--- config.mk ---
export PLATFORM = sky130hd
export DESIGN_NAME = status_flag_detector
export DESIGN_NICKNAME = d
export VERILOG_FILES = /design/src/rtl/flagdet_pkg.sv /design/src/rtl/flagdet_cmp.sv /design/src/rtl/flagdet_ctl.sv /design/src/rtl/status_flag_detector.sv
export SDC_FILE = /design/constraint.sdc
export NUM_CORES = 1
export LEC_CHECK = 0
export ABC_AREA = 1
export BUFFER_PORTS_ARGS = -buffer_cell sky130_fd_sc_hd__buf_2
export CAP_MARGIN = 15
export CORE_AREA = 2 2 39 41
export CTS_BUF_LIST = sky130_fd_sc_hd__clkbuf_4
export DETAILED_ROUTE_END_ITERATION = 12
export DIE_AREA = 0 0 41 43
export GPL_TIMING_DRIVEN = 0
export HOLD_SLACK_MARGIN = 0.03
export PLACE_DENSITY_LB_ADDON = 0.25
export SLEW_MARGIN = 20
export SYNTH_ARGS = -nofsm -noshare
export SYNTH_HDL_FRONTEND = slang
export SYNTH_HIERARCHICAL = 1
export SYNTH_SLANG_ARGS = --single-unit
--- constraint.sdc ---
create_clock -name clk -period 1.1 [get_ports clk]
set_input_delay 0.11 -clock clk [delete_from_list [all_inputs] [get_ports clk]]
set_output_delay 0.11 -clock clk [all_outputs]
set_load 0.01 [all_outputs]
--- src/rtl/flagdet_pkg.sv ---
package flagdet_pkg;

  // Which status the detector produces; also selects its reset value.
  typedef enum logic {
    FLAG_EMPTY = 1'b0,
    FLAG_FULL  = 1'b1
  } flagKind_e;

  // Strobes handed from the comparator datapath to the flag control.
  typedef struct packed {
    logic hitNext;   // raw condition on the local pointer's next position
  } cmpStrobe_t;

endpackage

--- src/rtl/flagdet_cmp.sv ---
// Comparator datapath: forms the next local position and tests it
// against the remote pointer with one AND per ring slot.
module flagdet_cmp
  import flagdet_pkg::*;
#(
  parameter int        DEPTH = 7,
  parameter flagKind_e KIND  = FLAG_EMPTY
) (
  input  logic [DEPTH-1:0] localPtr,
  input  logic             localAdv,
  input  logic [DEPTH-1:0] remotePtr,
  output cmpStrobe_t       strobe
);

  logic [DEPTH-1:0] stepped;
  logic [DEPTH-1:0] localNext;
  logic [DEPTH-1:0] target;
  logic [DEPTH-1:0] slotMatch;

  // Token moves from bit i to bit i+1, top bit wraps to bit 0.
  assign stepped   = {localPtr[DEPTH-2:0], localPtr[DEPTH-1]};
  assign localNext = localAdv ? stepped : localPtr;

  generate
    if (KIND == FLAG_FULL) begin : gFullTarget
      // Full when the remote sits one slot ahead of the next local slot.
      assign target = {localNext[DEPTH-2:0], localNext[DEPTH-1]};
    end else begin : gEmptyTarget
      assign target = localNext;
    end
  endgenerate

  generate
    for (genvar i = 0; i < DEPTH; i++) begin : gSlot
      assign slotMatch[i] = target[i] & remotePtr[i];
    end
  endgenerate

  assign strobe.hitNext = |slotMatch;

endmodule

--- src/rtl/flagdet_ctl.sv ---
// Flag control: one register for the synchronous rise, a short chain
// that holds the flag until a falling raw condition has been resampled.
module flagdet_ctl
  import flagdet_pkg::*;
#(
  parameter int        RELEASE_EDGES = 2,
  parameter flagKind_e KIND          = FLAG_EMPTY
) (
  input  logic       clk,
  input  logic       rstN,
  input  cmpStrobe_t strobe,
  output logic       flag
);

  localparam int   CHAIN_LEN = RELEASE_EDGES - 1;
  localparam logic RST_VAL   = (KIND == FLAG_EMPTY);

  logic [CHAIN_LEN-1:0] holdChain;
  logic                 flagQ;

  generate
    if (CHAIN_LEN == 1) begin : gChainOne
      always_ff @(posedge clk or negedge rstN) begin
        if (!rstN) holdChain <= RST_VAL;
        else       holdChain <= strobe.hitNext;
      end
    end else begin : gChainMany
      always_ff @(posedge clk or negedge rstN) begin
        if (!rstN) holdChain <= {CHAIN_LEN{RST_VAL}};
        else       holdChain <= {holdChain[CHAIN_LEN-2:0], strobe.hitNext};
      end
    end
  endgenerate

  // Rise comes straight from the raw condition; fall needs every
  // chain stage to have seen the condition false.
  always_ff @(posedge clk or negedge rstN) begin
    if (!rstN) flagQ <= RST_VAL;
    else       flagQ <= strobe.hitNext | (|holdChain);
  end

  assign flag = flagQ;

endmodule

--- src/rtl/status_flag_detector.sv ---
module status_flag_detector
  import flagdet_pkg::*;
#(
  parameter int        DEPTH         = 7,
  parameter int        RELEASE_EDGES = 2,
  parameter flagKind_e KIND          = FLAG_EMPTY
) (
  input  logic             clk,
  input  logic             rstN,
  input  logic [DEPTH-1:0] localPtr,
  input  logic             localAdv,
  input  logic [DEPTH-1:0] remotePtr,
  output logic             flag
);

  cmpStrobe_t cmpStrobe;

  flagdet_cmp #(
    .DEPTH (DEPTH),
    .KIND  (KIND)
  ) uCmp (
    .localPtr  (localPtr),
    .localAdv  (localAdv),
    .remotePtr (remotePtr),
    .strobe    (cmpStrobe)
  );

  flagdet_ctl #(
    .RELEASE_EDGES (RELEASE_EDGES),
    .KIND          (KIND)
  ) uCtl (
    .clk    (clk),
    .rstN   (rstN),
    .strobe (cmpStrobe),
    .flag   (flag)
  );

endmodule

[Word-level counts from Yosys, hierarchy flattened]
Cells that the tools add are included.
Storage, ports and cells
  bits in registers: 2
  input bits: 17
  output and inout port bits: 1
  logic and storage cells: 12
Cells by class
  muxes and demuxes: 1
  bitwise operators: 8
  reductions and logical operators: 1
Operators by type and width (count)
  1-bit bitwise AND: 7
  7-bit two-way mux: 1
  7-bit OR reduction: 1
  1-bit OR: 1

[Depth between registers and ports, before layout]
  depth in word-level cells: 4
  mapped depth: 9
  mapped depth without buffers: 8

[Hierarchy]
Netlist, hierarchy kept.
Modules (own cells, without submodules)
  flagdet_cmp: times used 1, cells an instance 36, area an instance 171.4 um2
  flagdet_ctl: times used 1, cells an instance 5, area an instance 63.8 um2

[Worst setup path before layout]
OpenSTA, ideal clock, no wires.
  path kind: input to register
  from: input localAdv
  to: register uCtl.flagQ, in the netlist uCtl/flag
  library setup time: 0.075 ns
  data arrival time: 0.651 ns
  required time: 1.025 ns
  slack: 0.374 ns
  cell stages on the path: 9
  buffers on the path: 1
  path through: buf_6 -> inv_8 -> nand2_1 -> nand3_2 -> nand2_1 -> nor2_1 -> nand2_1 -> inv_1 -> nand2_1
On the way
  longest elaborated chain between the ends: 4
Ends and longest elaborated chain
  from (decl): RTL line status_flag_detector.sv:11  | input logic localAdv,
  7-bit two-way mux *: RTL line flagdet_cmp.sv:22  | assign localNext = localAdv ? stepped : localPtr;
  1-bit bitwise AND: RTL line flagdet_cmp.sv:35  | assign slotMatch[i] = target[i] & remotePtr[i];
  7-bit OR reduction *: RTL line flagdet_cmp.sv:39  | assign strobe.hitNext = |slotMatch;
  net cmpStrobe: RTL line status_flag_detector.sv:16  | cmpStrobe_t cmpStrobe;
  1-bit OR *: RTL line flagdet_ctl.sv:39  | else flagQ <= strobe.hitNext | (|holdChain);
  to (signal assigned): RTL line flagdet_ctl.sv:39
  to (decl): RTL line flagdet_ctl.sv:19  | logic flagQ;
Mark *: on every way through the listed nets, which the timed path passes. The rest lies on a longest branch.

[Worst setup path after layout]
  from: register uCtl.flagQ, in the netlist uCtl/flag
  to: output flag
RTL lines
  to (decl): RTL line status_flag_detector.sv:13  | output logic flag
No word-level cell between the ends.

==> results.md <==
- Post-Place Cells: 73
- Buf/Inv on CP: 1
- Avg Inst Size Synth: about 5.7 um2
- Peak supply drop: between 150 and 200 uV
- Max Cap Violations: 0
- Most frequent cells in the layout: buf_2, nand2_1, inv_1
- Critical path fanouts, max: 1
- Period minus WS final: ~950 ps
- Net Sw Frac: 25.2%
- CTS buffer count: 3
- Worst slack at placement: a little under 300 ps
- Syn Nets: 58
- RePlAce Congestion: ~0.64
- Share of the yosys chip area belonging to registers: 22.3%
- Via Count: between 200 and 300
- WL/cell: roughly 6.7 um
- Hold buffer count at CTS: 1
- Ports: 18
- Detailed Routing Iterations Pass 1: 3
- Part of the power in combinational logic: between 20% and 30%
- Psw: roughly 0.083 mW
- Status: complete, no violations
- Vias/cell: approximately 3.6
- Hpwl dp: approximately 440 um
- Nets@finish: 80
- WS Path Type: reg2out
- Synthesized area: ~240 um2
- FP Rows: 14
- DRT antenna net count: 0
- Global-route wire length before repair: approximately 970 um
- Initial core utilization: 17.0%
- LEAKAGE: 0.229 nW
- Final cell count without fillers: just under 80
- Final setup skew: between 1 and 1.5 ps
- Tightest Pin Transition: 142 ps
- Setup Fix Bufs, Post-CTS: 0
- Number of global-route vias before repair: 281
- Initial antenna violation count: 0
- Iter 0 DRT Violations: 2
- Startpoint Class: flip-flop
- Total power: about 0.33 mW
- Crit path required time: slightly below 1000 ps
- Period utilization: 85.9%
- CP top delay family: flip-flops
- Share of cells above drive strength 1: 45.9%
- Longest Clk Path Bufs: 2
- Cell Chain, Critical Path: buf_2
- Resize count post-CTS: 0
- PD cells: ~890 mW/mm2
- Sequential cell fraction of total power: around 24%
- Rel. slew slack: 90.4%
- Setup violations, final: 0
- Critical path's largest stage delay: around 500 ps
- Max-slew violations: 0
- Post-synthesis register bit count: 2
- Worst-Skew Late Latency: roughly 220 ps
- Final worst slack: approximately 150 ps
- CTS root buffer: clkbuf_4
- Power Internal: about 0.24 mW
- Post-Syn Instances: 41
- Post-synth cell types: 12
- H-tree levels: 1
- Core Region: approximately 0.0014 mm2
- CTS tree: done
- Slowest stage cell, crit path: dfstp_2
- RSZ-0062 raised after global routing: false
- Setup TNS: 0 ps
- Final Hold Viols: 0
- Clk sinks: 2
- Hold WC Path Type: in2reg
- Clock slew at reported path FFs: around 30 ps
- DRC: 0
- IO Port Bufs: 16
- Antenna fix cells: 0
- Peak Freq: roughly 1.1 GHz
- Area delta synth->final: 56.4%
- Die ar.: between 0.0015 and 0.002 mm2
- Pin count of the biggest net entering global routing: 9
- Final WL: between 500 and 600 um
- Synthesis Warnings: 6
- Die span in y: 43 um
- Die X: about 41 um
- Clk pwr share: between 40% and 50%
- Util after Layout: between 20% and 30%
- Worst EP arrival: between 800 and 900 ps
- Critical Path Sink Type: output pin
- Global Route Usage Sum: under 10%
- GRT Residual Overflow: 0
-- metrics by stage --
stage	area, um2	hold slack, ps
2_1_floorplan	235	-37.8
3_3_place_gp	335	61.1
3_5_place_dp	335	68.3
4_1_cts	368	224
5_1_grt	368	259
6_report	368	231
-- registers in the layout, summed over array words and instances (netlist names) --
signal          flops
uCtl/holdChain      1
uCtl/flag           1
-- synthesized netlist by cell type (all sizes together) --
master  instances  area, um2
buf             1       11.3
clkinv          1       3.75
dfstp           2       52.6
inv             9       41.3
nand2          17       66.3
nand3           6       40.0
nor2            4       15.0
o21ai           1       5.00
-- final timing paths --
check                                    startpoint                  endpoint  slack, ps  cells after the start
min in group asynchronous                      rstN       uCtl/flag$_DFF_PN1_        370                      2
max                             uCtl/flag$_DFF_PN1_                      flag        150                      1
max reg2reg                uCtl/holdChain$_DFF_PN1_       uCtl/flag$_DFF_PN1_        470                      2
min reg2reg                uCtl/holdChain$_DFF_PN1_       uCtl/flag$_DFF_PN1_        430                      2
min                                    remotePtr[1]  uCtl/holdChain$_DFF_PN1_        230                      5
max in group asynchronous                      rstN  uCtl/holdChain$_DFF_PN1_        700                      2
-- power by group through the flow --
stage / logic (mW) / clock network, mW / registers, mW
after floorplan: 0.0525 / 0 / 0.0806
after global placement: 0.0884 / 0 / 0.0803
after detailed placement: 0.0883 / 0 / 0.0804
after CTS: 0.0912 / 0.170 / 0.0799
after global routing: 0.104 / 0.182 / 0.0801
final: 0.0898 / 0.158 / 0.0798
-- routing by layer --
layer	GRT usage [%]	up-vias	part of all wire [%]	routed length [um]
li1	-	161	-	-
met1	9.52	102	44	224
met2	10.6	14	41	210
met3	5.76	0	15	78
met4	6.00	0	0	0
met5	0	-	0	0
-- cells by family (layout without fill, tap and decap cells) --
logic type	count (synthesis)	count (layout)	synth area share, %
AND/OR/NAND/NOR	27	27	51.6
flip-flops	2	2	22.3
AO/OA/AOI/OAI	1	1	2.13
buffers and inverters	11	31	23.9
-- final cells by class --
cell class | count | area, um2
multi-input combinational | 28 | 126
fill | 164 | 1020
clock buffer | 3 | 22.5
buffer | 1 | 11.3
timing repair buffer | 17 | 90.1
inverter | 10 | 45.0
tap | 16 | 20.0
sequential | 2 | 52.6
Power figures use the tool's default switching activity.
